==> src/rtl/burst_pkg.sv <==
package burst_pkg;

   // Beat order selected by the static strap input.
   typedef enum logic {
      ORDER_LINEAR = 1'b0,
      ORDER_XOR    = 1'b1
   } burst_order_e;

   // Per-cycle action decoded from the enable and strobe inputs.
   typedef enum logic [1:0] {
      ACT_HOLD = 2'd0,
      ACT_LOAD = 2'd1,
      ACT_STEP = 2'd2
   } burst_act_e;

   function automatic burst_act_e decode_act(input logic cke_n, input logic adv_ld_n);
      if (cke_n)          return ACT_HOLD;
      else if (!adv_ld_n) return ACT_LOAD;
      else                return ACT_STEP;
   endfunction

endpackage

==> src/rtl/burst_start_reg.sv <==
module burst_start_reg #(
   parameter int ADDR_W = 20
) (
   input  logic              clk,
   input  logic              rst_n,
   input  logic              load,
   input  logic [ADDR_W-1:0] addr_in,
   output logic [ADDR_W-1:0] start_q
);

   always_ff @(posedge clk or negedge rst_n) begin
      if (!rst_n)    start_q <= '0;
      else if (load) start_q <= addr_in;
   end

endmodule

==> src/rtl/burst_beat_ctr.sv <==
module burst_beat_ctr #(
   parameter int CNT_W = 2
) (
   input  logic             clk,
   input  logic             rst_n,
   input  logic             clr,
   input  logic             step,
   output logic [CNT_W-1:0] beat_q
);

   localparam logic [CNT_W-1:0] ONE = CNT_W'(1);

   // The count wraps naturally at 2**CNT_W, which closes the burst.
   always_ff @(posedge clk or negedge rst_n) begin
      if (!rst_n)    beat_q <= '0;
      else if (clr)  beat_q <= '0;
      else if (step) beat_q <= beat_q + ONE;
   end

endmodule

==> src/rtl/burst_order_map.sv <==
module burst_order_map
   import burst_pkg::*;
#(
   parameter int CNT_W = 2
) (
   input  burst_order_e     order,
   input  logic [CNT_W-1:0] start_lo,
   input  logic [CNT_W-1:0] beat,
   output logic [CNT_W-1:0] addr_lo
);

   logic [CNT_W-1:0] lin_lo;
   logic [CNT_W-1:0] xor_lo;

   // Linear order: modulo addition inside the offset field.
   assign lin_lo = start_lo + beat;

   // Interleaved order: each offset bit flips with its beat bit.
   for (genvar b = 0; b < CNT_W; b++) begin : g_xor_bit
      assign xor_lo[b] = start_lo[b] ^ beat[b];
   end

   generate
      if (CNT_W == 1) begin : g_single
         // With two beats both orders coincide.
         assign addr_lo = xor_lo;
      end else begin : g_multi
         assign addr_lo = (order == ORDER_XOR) ? xor_lo : lin_lo;
      end
   endgenerate

endmodule

==> src/rtl/burst_addr_gen.sv <==
module burst_addr_gen
   import burst_pkg::*;
#(
   parameter int ADDR_W    = 20,
   parameter int BURST_LEN = 4
) (
   input  logic              clk,
   input  logic              rst_n,
   input  logic              cke_n,
   input  logic              adv_ld_n,
   input  logic              order_sel,
   input  logic [ADDR_W-1:0] addr_in,
   output logic [ADDR_W-1:0] addr_out
);

   localparam int CNT_W = (BURST_LEN > 1) ? $clog2(BURST_LEN) : 1;

   generate
      if (BURST_LEN < 2 || (BURST_LEN & (BURST_LEN - 1)) != 0) begin : g_bad_len
         $error("burst_addr_gen: BURST_LEN must be a power of two of at least 2");
      end
      if (ADDR_W <= CNT_W) begin : g_bad_width
         $error("burst_addr_gen: ADDR_W must exceed the beat offset width");
      end
   endgenerate

   burst_act_e       act;
   burst_order_e     order;
   logic [ADDR_W-1:0] start_q;
   logic [CNT_W-1:0]  beat_q;
   logic [CNT_W-1:0]  addr_lo;

   assign act   = decode_act(cke_n, adv_ld_n);
   assign order = burst_order_e'(order_sel);

   burst_start_reg #(.ADDR_W(ADDR_W)) i_start (
      .clk     (clk),
      .rst_n   (rst_n),
      .load    (act == ACT_LOAD),
      .addr_in (addr_in),
      .start_q (start_q)
   );

   burst_beat_ctr #(.CNT_W(CNT_W)) i_beat (
      .clk    (clk),
      .rst_n  (rst_n),
      .clr    (act == ACT_LOAD),
      .step   (act == ACT_STEP),
      .beat_q (beat_q)
   );

   burst_order_map #(.CNT_W(CNT_W)) i_map (
      .order    (order),
      .start_lo (start_q[CNT_W-1:0]),
      .beat     (beat_q),
      .addr_lo  (addr_lo)
   );

   assign addr_out = {start_q[ADDR_W-1:CNT_W], addr_lo};

endmodule

==> config.mk <==
export PLATFORM = sky130hd
export DESIGN_NAME = burst_addr_gen
export DESIGN_NICKNAME = d
export VERILOG_FILES = /design/src/rtl/burst_pkg.sv /design/src/rtl/burst_start_reg.sv /design/src/rtl/burst_beat_ctr.sv /design/src/rtl/burst_order_map.sv /design/src/rtl/burst_addr_gen.sv
export SDC_FILE = /design/constraint.sdc
export NUM_CORES = 1
export LEC_CHECK = 0
export BUFFER_PORTS_ARGS = -buffer_cell sky130_fd_sc_hd__buf_4
export CAP_MARGIN = 20
export CORE_AREA = 2 2 50 52
export DETAILED_ROUTE_END_ITERATION = 16
export DIE_AREA = 0 0 52 54
export GPL_TIMING_DRIVEN = 0
export PLACE_DENSITY = 0.74
export SYNTH_ARGS = -nofsm -noshare
export SYNTH_HDL_FRONTEND = slang
export SYNTH_HIERARCHICAL = 1
export SYNTH_SLANG_ARGS = --single-unit
export TNS_END_PERCENT = 100
==> constraint.sdc <==
create_clock -name clk -period 1.1 [get_ports clk]
set_input_delay 0.22 -clock clk [delete_from_list [all_inputs] [get_ports clk]]
set_output_delay 0.22 -clock clk [all_outputs]
set_load 0.01 [all_outputs]
; ---- Word level (Yosys, flattened, before mapping)
; Cells that the tools add are included.
; W data, S select, Z words.
[word_totals]
register_bits = 22
word_cells = 14
[op_classes]
addsub = 2
eq_ne = 2
muxes = 5
bitwise = 2
reduce_logical = 1
[ops]
columns = cell, count
row1 = $mux W2, 5
row2 = $add A2 B1 Y2 const B, 1
row3 = $add A2 B2 Y2, 1
row4 = $eq A2 B1 Y1 const B, 1
row5 = $eq A2 B2 Y1 const B, 1
row6 = $reduce_bool A2 Y1, 1
row7 = $xor A1 B1 Y1, 2

; ---- Depth between registers and ports, before layout
; Gate-level depths: netlist of run 1.
[depth]
depth_word = 5
ltp_mapped = 3
mapped_depth_nobuf = 3

; ---- By module
; The synthesis of run 1 kept the hierarchy.
[modules_own_cells]
columns = module, n_inst, cells_each, area_each_um2, seq_area_each_um2
row1 = burst_start_reg, 1, 42, 823.3, 500.5
row2 = burst_beat_ctr, 1, 7, 88.8, 50.0
row3 = burst_order_map, 1, 4, 36.3, 0.0
row4 = burst_addr_gen, 1, 2, 17.5, 0.0

; ---- Worst setup path after synthesis of run 1
; OpenSTA, ideal clock, no wires.
[synth_timing]
path_kind = reg2out
from = register i_beat.beat_q[0]
to = output port addr_out[1]
t_arrival_ns = 0.922
path_slack_ns = -0.042
path_stages_with_launch = 4
n_path_buf = 0
path_cell_list = dfrtp_1 > ha_1 > nor2b_1 > xnor2_1
[synth_via]
elab_chain_cells = 2
[synth_rtl]
columns = element, line
row1 = start: declaration, burst_beat_ctr.sv:8  ; output logic [CNT_W-1:0] beat_q
row2 = start signal: assignment, burst_beat_ctr.sv:17  ; else if (step) beat_q <= beat_q + ONE;
row3 = $add A2 B2 Y2, burst_order_map.sv:16  ; assign lin_lo = start_lo + beat;
row4 = $mux W2, burst_order_map.sv:28  ; assign addr_lo = (order == ORDER_XOR) ? xor_lo : lin_lo;
row5 = end: declaration, burst_addr_gen.sv:13  ; output logic [ADDR_W-1:0] addr_out
; Every way passes these cells.

; ---- Worst setup path after layout of run 1
[layout_timing]
from = register i_start.start_q[0]
to = output port addr_out[1]
[layout_via]
elab_chain_cells = 2
[layout_rtl]
columns = element, line
row1 = start: declaration, burst_start_reg.sv:8  ; output logic [ADDR_W-1:0] start_q
row2 = start signal: assignment, burst_start_reg.sv:13  ; else if (load) start_q <= addr_in;
row3 = $add A2 B2 Y2, burst_order_map.sv:16
row4 = $mux W2, burst_order_map.sv:28
; Every way passes these cells.

==> impl_results.md, run 1 <==
- Sw Share: 25.9%
- Fraction of synthesized area in multiplexers: 31.1%
- Post-Layout Cell Count: 145
- Worst slack after detailed placement: -128 ps
- Number of I/O pins: 45
- Commonest cells after routing, fill and taps aside: sky130_fd_sc_hd__buf_4 (38), sky130_fd_sc_hd__dfrtp_1 (22), sky130_fd_sc_hd__mux2_4 (20)
- Routed wire length per instance: 13.8 µm
- Crit. Startpoint: i_start/start_q[0]
- Instance area after placement: 1350 µm²
- Clk Latency, worst-skew pair: 300 ps
- Critical Setup Path Class: reg -> out
- Per-instance average area after synthesis: 17.6 µm²
- Adder-Cell Fraction of Synth Area: 1.30%
- Die extent in y: 54 µm
- Count of yosys warnings during synthesis: 6
- Share of cells above drive strength 1: 76.5%
- WL final: 2000 µm
- Post-detailed-route via-to-cell ratio: 4.47
- GR Overflow Total: 0
- Layout-stage area growth over the synthesis result: 60.9%
- Largest net degree at the start of global routing: 23
- Tightest Hold Check Type: in -> reg
- Setup repair after global routing missed its margin: true
- CTS H-tree depth: 1
- Mapped cell area: 966 µm²
- Kind of capture point of the worst setup path: primary output
- Total number of clock tree sinks: 22
- Final layout net count: 142
- Unique masters post-synth: 11
- Post-placement cell count: 129
- Leakage Power: 0.777 nW
- Starting utilization of the core area: 41.6%
- Synthesized-area fraction occupied by ao, oa, aoi and oai cells: 1.94%
- Synth area leader: sky130_fd_sc_hd__dfrtp_1
- Number of placement rows: 18
- Worst hold slack: 135 ps
- Buffer type at the clock tree root: sky130_fd_sc_hd__clkbuf_4
- Violations in the final reports: setup timing
- Clock Pin Slew Worst Setup and Hold Paths: 120 ps
- Clock tree from TritonCTS: done
- I/O Buffers: 44
- Via count: 648
- Sw power: 0.593 mW
- Global-route wire length before repair: 2850 µm
- Final critical-path setup slack: -384 ps
- Power per Cell Area: 1470 nW/µm²
- Launch point of the worst hold path: addr_in[5]
- Finish-stage setup viols: 2
- Antenna violations before repair: 0
- Number of nets with antenna violations after routing: 0
- Number of detailed-route iterations in the first pass: 2
- Final hold viol count: 0
- Share of the clock period used by the worst path: 135%
- Internal power contribution: 1.70 mW
- Post-synthesis sequential area ratio: 57.0%
- Drt initial violations: 3
- Largest family of logic cells by synthesized area: multiplexers
- Sum of negative setup slack: -640 ps
- Required time at the worst-slack endpoint: 880 ps
- Slew Limit Fails: 0
- Number of buffers on the longest clock path: 2
- Outcome: finished with violations
- Post-route DRC violation count: 0
- TritonCTS buffer count: 3
- Share of synthesized cell area in and, or, nand and nor gates: 3.63%
- Maximum capacitance violations: 0
- Total Die Area: 2810 µm²
- Highest clock frequency the design can meet: 674 MHz
- Die boundary width: 52 µm
- Maximum vdd ir drop: 0.000793 V
- Total GRT Usage: 14.3%
- Sequential share of power: 44.9%
- Layout Utilization: 67.0%
- Post-synthesis net count: 81
- Launch point of the worst reg-to-reg path: i_start/start_q[0]
- Actual slew at the worst max-slew pin: 273 ps
- Post-layout instance area: 1550 µm²
- Leading cell type in the layout, fill and taps excluded: sky130_fd_sc_hd__buf_4
- Xor and xnor area share after synthesis: 2.72%
- Power after layout: 2.29 mW
- Clk pwr share: 19.2%
- Core Region: 2320 µm²
- Vias in the first global route: 605
- DPL Wire Length: 1320 µm
- Slew margin rel.: 81.8%
- Max Clock Skew: 0.451 ps
- Largest fanout on the critical path: 2
- Setup crit start kind: flip-flop
- Share of power burned in combinational logic: 35.9%
- Largest cells by area after synthesis: sky130_fd_sc_hd__dfrtp_1 (57%), sky130_fd_sc_hd__mux2_4 (31%), sky130_fd_sc_hd__xnor2_1 (2.7%)
- Area share of the leading cell type in the synthesized netlist: 57.0%
- Data arrival at the endpoint of the critical path: 1260 ps
- Final weighted congestion in routability-driven placement: 0.595
- Final Critical Period: 1480 ps
- Synth Instances: 55
- Antenna Cells: 0
- #FFs+latches synth: 22
- Fill cells: 173
-- final cells by class --
type / instances / area (µm²) / area share, %
timing repair buffer: 56 / 487 / 31.3
buffer: 2 / 22.5 / 1.45
sequential: 22 / 551 / 35.4
tap: 30 / 37.5 / 2.42
clock buffer: 4 / 36.3 / 2.33
multi-input combinational: 31 / 420 / 27.1
-- flip-flops by register name, indices dropped and copies added (netlist names) --
| name | flops |
|---|---|
| i_beat/beat_q | 2 |
| i_start/start_q | 20 |
-- power by group through the flow --
stage | Combinational (mW) | Sequential [mW] | Clock (mW)
floorplan | 0.304 | 1.06 | 0
global placement | 0.646 | 1.02 | 0
detailed placement | 0.657 | 1.03 | 0
CTS | 0.707 | 1.01 | 0.455
global route | 0.879 | 1.04 | 0.511
finish | 0.821 | 1.03 | 0.440
-- metal layers --
layer | up-vias | GRT usage [%] | wire length, µm
li1 | 309 | - | -
met1 | 306 | 19.1 | 841
met2 | 33 | 22.8 | 987
met3 | 0 | 3.06 | 167
met4 | 0 | 5.26 | 0
met5 | - | 0 | 0
-- path summary, 6_finish.rpt --
path                                        to  cells past startpoint  slack, ps
max                                addr_out[1]                      4       -380
max reg2reg                 i_start/start_q[0]                      3         90
max in group asynchronous   i_start/start_q[3]                      2        560
min in group asynchronous   i_start/start_q[4]                      2        330
min                         i_start/start_q[5]                      2        130
min reg2reg                i_start/start_q[10]                      1        550
-- cell usage after synthesis (all sizes together) --
library cell  instances
dfrtp                22
mux2                 20
a21bo                 1
a21oi                 1
nand3b                1
nor2                  2
ha                    1
xnor2                 3
buf                   2
nor2b                 2
-- cells by family after synthesis --
kind of cell	count (synthesis)
AOI/OAI and AO/OA	2
xor gates and xnor gates	3
adders and majority gates	1
buffers and inverters	2
DFF	22
muxes	20
and+or+nand+nor	5
-- critical path, stage by stage, from the launching register on --
cell and delay [ps]:
sky130_fd_sc_hd__dfrtp_1 400, sky130_fd_sc_hd__ha_2 180, sky130_fd_sc_hd__nor2b_4 120, sky130_fd_sc_hd__xnor2_2 120, sky130_fd_sc_hd__buf_4 140
-- what timing repair did --
action                                 CTS  global route
resized for setup                        1            17
pin swaps                                2             0
setup endpoints to repair                3            20
buffers inserted                         3             8
endpoints found under the hold margin   22             0
hold buffers                             1             0
(Power assumes the default switching activity.)
==> run 2: changes to the inputs <==
Settings changed: CORE_AREA 2 2 50 52 to 2 2 59 61, DIE_AREA 0 0 52 54 to 0 0 61 63, PLACE_DENSITY 0.74 to unset.
Clock period 1.1 ns to 1.35 ns, I/O delays scaled along.
==> run 2 against run 1 <==
  * Sequential share of layout area grew 3.1 points
  * The run still ends with setup timing left
  * Largest power group unchanged
  * Die area increased by 37%
  * Via count shrank 4.0%
  * Critical path depth is the same
  * Combinational power down 34%
  * Highest routed layer is now met4
==> impl_results.md, run 2 (same netlist as run 1, synthesis figures left out) <==
- Critical Setup Path Class: reg -> out
- Clock Pin Slew Worst Setup and Hold Paths: 120 ps (about the same)
- Finish-stage setup viols: 2 (unchanged)
- Layout Utilization: 44.2% (-23 points)
- Violations in the final reports: setup timing
- Number of detailed-route iterations in the first pass: 2 (unchanged)
- Max Clock Skew: 0.480 ps (+0.0294 ps)
- Total GRT Usage: 9.93% (-4.4 points)
- Worst-case register-to-register setup slack: 450 ps (+360 ps)
- Maximum vdd ir drop: 0.000420 V (-47%)
- Largest fanout on the critical path: 2 (unchanged)
- Met1 wire length: 764 µm (-9.2%)
- Total number of clock tree sinks: 22 (unchanged)
- Final hold viol count: 0 (unchanged)
- Vias in the first global route: 648 (+7.1%)
- Launch point of the worst reg-to-reg path: i_beat/beat_q[0]
- Cell-by-cell trace of the critical path: ha_2 -> nor2b_4 -> xnor2_1 -> buf_4
- Commonest cells after routing, fill and taps aside: sky130_fd_sc_hd__buf_4 (45), sky130_fd_sc_hd__dfrtp_1 (22), sky130_fd_sc_hd__mux2_4 (20)
- Number of I/O pins: 45 (unchanged)
- CTS H-tree depth: 1 (unchanged)
- Actual slew at the worst max-slew pin: 351 ps (+77.5 ps)
- Setup repair after global routing missed its margin: true
- Outcome: finished with violations
- Antenna violations before repair: 0 (unchanged)
- Kind of capture point of the worst setup path: primary output
- I/O Buffers: 44 (unchanged)
- Top reg by flops: i_start/start_q
- Maximum capacitance violations: 0 (unchanged)
- Buffer type at the clock tree root: sky130_fd_sc_hd__clkbuf_4
- Clock tree from TritonCTS: done
- Number of nets with antenna violations after routing: 0 (unchanged)
- Launch point of the worst hold path: addr_in[19]
- R2R depth: 3 (unchanged)
- Total Die Area: 3840 µm² (+37%)
- Post-layout instance area: 1430 µm² (-8.1%)
- Power after layout: 1.72 mW (-25%)
- Leading registers by flop count: i_start/start_q (20), i_beat/beat_q (2)
- Worst path buffer plus inverter count: 1 (unchanged)
- TritonCTS buffer count: 3 (unchanged)
- DR WL met3: 167 µm (unchanged)
- Met2 WL post-DR: 789 µm (-20%)
- Routed wire length per instance: 11.4 µm (-17%)
- Number of buffers on the longest clock path: 2 (unchanged)
- Clk Latency, worst-skew pair: 300 ps (about the same)
- Worst slack after detailed placement: -20.7 ps (+107 ps)
- Post-placement cell count: 145 (+12%)
- Core Region: 3230 µm² (+39%)
- Worst hold path depth: 2 (unchanged)
- Slew Limit Fails: 0 (unchanged)
- Instance area after placement: 1350 µm² (unchanged)
- Number of placement rows: 21 (+3)
- Layout-stage area growth over the synthesis result: 47.9%
- Slew margin rel.: 76.5% (-5.3 points)
- Final weighted congestion in routability-driven placement: 0.615 (+3.4%)
- Setup crit start kind: flip-flop
- Final Critical Period: 1560 ps
- Die extent in y: 63 µm (+17%)
- Power per Cell Area: 1200 nW/µm² (-18%)
- Starting utilization of the core area: 29.9% (-12 points)
- Final layout net count: 133 (-6.3%)
- Leakage Power: 0.705 nW (-9.3%)
- Via count: 622 (-4.0%)
- Share of cells above drive strength 1: 71.7% (-4.8 points)
- Post-detailed-route via-to-cell ratio: 4.09 (-8.4%)
- Highest clock frequency the design can meet: 641 MHz
- Hold-critical path endpoint: i_start/start_q[19]
- Antenna Cells: 0 (unchanged)
- CP max-delay cell: sky130_fd_sc_hd__dfrtp_1
- Flip-flop count of the largest register after layout: 20 (unchanged)
- Drt initial violations: 5 (+2)
- Final critical-path setup slack: -210 ps (+175 ps)
- Largest delay share family, worst path: flip-flops
- Tightest Hold Check Type: in -> reg
- Top routing layer used: met4
- Required time at the worst-slack endpoint: 1080 ps (+200 ps)
- Maximum cell stage delay along the critical path: 410 ps (about the same)
- WL final: 1730 µm (-13%)
- Sum of negative setup slack: -261 ps (+379 ps)
- Post-Layout Cell Count: 152 (+4.8%)
- Worst hold slack: 190 ps (+55.3 ps)
- Leading cell type in the layout, fill and taps excluded: sky130_fd_sc_hd__buf_4
- Reg-to-reg critical path endpoint: i_beat/beat_q[1]
- GR Overflow Total: 0 (unchanged)
- Largest net degree at the start of global routing: 23 (unchanged)
- Share of the clock period used by the worst path: 116%
- Global-route wire length before repair: 2800 µm (-1.7%)
- Die boundary width: 61 µm (+17%)
- Data arrival at the endpoint of the critical path: 1290 ps (+30 ps)
- Post-route DRC violation count: 0 (unchanged)
-- run 2: cell type report --
| type | count | area [µm²] |
|---|---|---|
| Clock buffer | 4 | 36.3 |
| Sequential cell | 22 | 551 |
| Multi-Input combinational cell | 31 | 403 |
| Timing Repair Buffer | 47 | 359 |
| Buffer | 2 | 22.5 |
| Tap cell | 46 | 57.6 |
| Fill cell | 304 | 1800 |
-- run 2: routing by layer --
layer / track usage, % / up-vias
met2: 14.9 / 33
met4: 4.08 / 0
met1: 13.1 / 296
met3: 2.90 / 2
li1: - / 291
met5: 0 / -
-- run 2: how the worst max path moves through the flow --
stage	slack, ps	cells past startpoint	to	startpoint
floorplan	160	3	addr_out[1]	i_beat/beat_q[0]
global placement	-30	4	i_start/start_q[12]	adv_ld_n
detailed placement	-20	4	i_start/start_q[16]	adv_ld_n
CTS	-230	4	addr_out[1]	i_beat/beat_q[0]
global route	-300	4	addr_out[1]	i_beat/beat_q[0]
finish	-210	4	addr_out[1]	i_beat/beat_q[0]
-- run 2: where the power goes --
group / internal, mW / switching [mW] / leakage (nW) / total (mW)
Sequential: 0.759 / 0.0630 / 0.261 / 0.822
Clock: 0.164 / 0.189 / 0.0210 / 0.353
Combinational: 0.362 / 0.184 / 0.423 / 0.545
Total: 1.29 / 0.435 / 0.705 / 1.72
-- run 2: repair_timing --
action / 4_1_cts / 5_1_grt
cloned: 0 / 0
setup endpoints to repair: 2 / 2
pin swaps: 0 / 2
resized for setup: 1 / 3
endpoints found under the hold margin: 22 / 0
buffers inserted: 2 / 0
hold buffers: 1 / 0
-- run 2: worst reg2reg max path, cell delays in order (launching register included) --
cell and delay [ps]:
sky130_fd_sc_hd__dfrtp_1 410, sky130_fd_sc_hd__buf_4 150, sky130_fd_sc_hd__a21bo_1 170, sky130_fd_sc_hd__a21oi_2 110
==> run 3: changes to the inputs <==
Settings changed: CELL_PAD_IN_SITES_DETAIL_PLACEMENT set to 0, CELL_PAD_IN_SITES_GLOBAL_PLACEMENT set to 1, PLACE_DENSITY_LB_ADDON set to 0.1.
==> run 3 against run 2 <==
  * The run still ends with setup timing left
  * Sequential share of layout area fell by 0.70 points
  * Maximum frequency fell by 1.3%
  * Non-clock buffer count fell by 1
==> impl_results.md, run 3 (same netlist as run 1, synthesis figures left out) <==
- Outcome: finished with violations
- Violations in the final reports: setup timing
- Actual slew at the worst max-slew pin: 379 ps (+28.1 ps)
- Max Clock Skew: 0.372 ps (-0.108 ps)
- Total Die Area: 3840 µm² (unchanged)
- Die extent in y: 63 µm (unchanged)
- Leading cell type in the layout, fill and taps excluded: sky130_fd_sc_hd__buf_4
- Final critical-path setup slack: -231 ps (-21.1 ps)
- Starting utilization of the core area: 29.9% (unchanged)
- Commonest cells after routing, fill and taps aside: sky130_fd_sc_hd__buf_4 (44), sky130_fd_sc_hd__dfrtp_1 (22), sky130_fd_sc_hd__mux2_4 (20)
- Final hold viol count: 0 (unchanged)
- Post-route DRC violation count: 0 (unchanged)
- Setup crit start kind: flip-flop
- Die boundary width: 61 µm (unchanged)
- Highest clock frequency the design can meet: 633 MHz (-1.3%)
- Global-route wire length before repair: 2780 µm (-0.75%)
- Power per Cell Area: 1300 nW/µm² (+8.1%)
- DPL Wire Length: 1260 µm
- Total number of clock tree sinks: 22 (unchanged)
- CTS H-tree depth: 1 (unchanged)
- Critical Setup Path Class: reg -> out
- Largest net degree at the start of global routing: 23 (unchanged)
- Number of I/O pins: 45 (unchanged)
- Maximum vdd ir drop: 0.000511 V (+22%)
- Final layout net count: 132 (-0.75%)
- Vias in the first global route: 611 (-5.7%)
- Clock tree from TritonCTS: done
- Tightest Hold Check Type: in -> reg
- Clk Latency, worst-skew pair: 310 ps (about the same)
- TritonCTS buffer count: 3 (unchanged)
- Number of detailed-route iterations in the first pass: 2 (unchanged)
- Post-Layout Cell Count: 151 (-0.66%)
- Drt initial violations: 12 (+7)
- Post-placement cell count: 145 (unchanged)
- Layout-stage area growth over the synthesis result: 50.6%
- Maximum capacitance violations: 0 (unchanged)
- Number of nets with antenna violations after routing: 0 (unchanged)
- Buffer type at the clock tree root: sky130_fd_sc_hd__clkbuf_4
- Flip-flop count of the largest register after layout: 20 (unchanged)
- Kind of capture point of the worst setup path: primary output
- Clock Pin Slew Worst Setup and Hold Paths: 130 ps (about the same)
- Power after layout: 1.89 mW (+10%)
- Share of the clock period used by the worst path: 117% (+1.6 points)
- Number of buffers on the longest clock path: 2 (unchanged)
- I/O Buffers: 44 (unchanged)
- Final Critical Period: 1580 ps (+21.1 ps)
- Setup repair after global routing missed its margin: true
- Via count: 613 (-1.4%)
- GR Overflow Total: 0 (unchanged)
- WL final: 1860 µm (+7.0%)
- Post-detailed-route via-to-cell ratio: 4.06 (-0.79%)
- Leading registers by flop count: i_start/start_q (20), i_beat/beat_q (2)
- Data arrival at the endpoint of the critical path: 1310 ps (+20 ps)
- Required time at the worst-slack endpoint: 1080 ps (about the same)
- Routed wire length per instance: 12.3 µm (+7.7%)
- Number of placement rows: 21 (unchanged)
- Finish-stage setup viols: 2 (unchanged)
- Layout Utilization: 45.0% (+0.81 points)
- Antenna Cells: 0 (unchanged)
- Core Region: 3230 µm² (unchanged)
- Largest fanout on the critical path: 2 (unchanged)
- Share of cells above drive strength 1: 72.4% (+0.68 points)
- Antenna violations before repair: 0 (unchanged)
- Leakage Power: 0.713 nW (+1.2%)
- Slew margin rel.: 74.6% (-1.9 points)
- Slew Limit Fails: 0 (unchanged)
- Total GRT Usage: 10.0% (+0.078 points)
- Final weighted congestion in routability-driven placement: 0.579 (-5.8%)
- Top reg by flops: i_start/start_q
-- run 3: cell count changes in the layout (fill, tap and decap cells not counted) --
| cell | previous run | this run |
|---|---|---|
| sky130_fd_sc_hd__buf_4 | 45 | 44 |
| sky130_fd_sc_hd__bufinv_16 | 0 | 1 |
| sky130_fd_sc_hd__clkbuf_8 | 1 | 0 |
| sky130_fd_sc_hd__ha_2 | 1 | 0 |
| sky130_fd_sc_hd__ha_4 | 0 | 1 |
| sky130_fd_sc_hd__xnor2_1 | 3 | 2 |
| sky130_fd_sc_hd__xnor2_2 | 0 | 1 |
-- run 3: timing repair --
item                                   in CTS  in global routing
setup endpoints to repair                   2                  2
setup buffers                               1                  0
hold buffers                                1                  0
endpoints found under the hold margin      22                  0
gates resized for setup                     2                  3
pin swaps                                   0                  2
-- run 3: critical path: stages (launching register included) --
cell                      delay, ps
sky130_fd_sc_hd__dfrtp_1        440
sky130_fd_sc_hd__ha_4           170
sky130_fd_sc_hd__nor2b_4        120
sky130_fd_sc_hd__xnor2_2        130
sky130_fd_sc_hd__buf_4          130
-- run 3: metal layers --
metal / up-vias / global-route usage (%) / part of all wire [%]
met4: 0 / 5.71 / 0.81
met1: 292 / 12.2 / 45
li1: 288 / - / -
met2: 31 / 15.1 / 45
met3: 2 / 3.31 / 9.9
met5: - / 0 / 0
-- run 3: power breakdown --
| group | switching, mW | internal (mW) |
|---|---|---|
| clock network | 0.209 | 0.300 |
| logic | 0.191 | 0.370 |
| registers | 0.0648 | 0.759 |
| total | 0.465 | 1.43 |
-- run 3: final cells by class --
| cell class | instances | area [µm²] |
|---|---|---|
| multi-input cells | 31 | 420 |
| repair buffers | 46 | 352 |
| fillers | 313 | 1780 |
| flip-flops and latches | 22 | 551 |
| plain buffers | 2 | 22.5 |
| well taps | 46 | 57.6 |
| clock buffers | 3 | 22.5 |
| clock inverters | 1 | 30.0 |
-- run 3: worst paths after layout --
kind	start	endpoint	slack [ps]	cells past startpoint
worst max register to register	i_beat/beat_q[0]	i_beat/beat_q[1]	380	3
min in group asynchronous	rst_n	i_start/start_q[14]	370	2
worst min-delay path	addr_in[2]	i_start/start_q[2]	180	2
max in group asynchronous	rst_n	i_beat/beat_q[1]	760	2
worst max-delay path	i_beat/beat_q[0]	addr_out[1]	-230	4
worst min register to register	i_start/start_q[9]	i_start/start_q[9]	530	1
-- run 3: stage by stage --
stage	setup WS, ps	TNS [ps]	hold slack, ps	area (µm²)
after global routing	-305	-396	151	1460
after detailed placement	-23.4	-341	179	1350
final	-231	-272	179	1460
after global placement	-31.7	-575	179	1350
after CTS	-256	-321	162	1440
after floorplan	158	0	-25.6	966
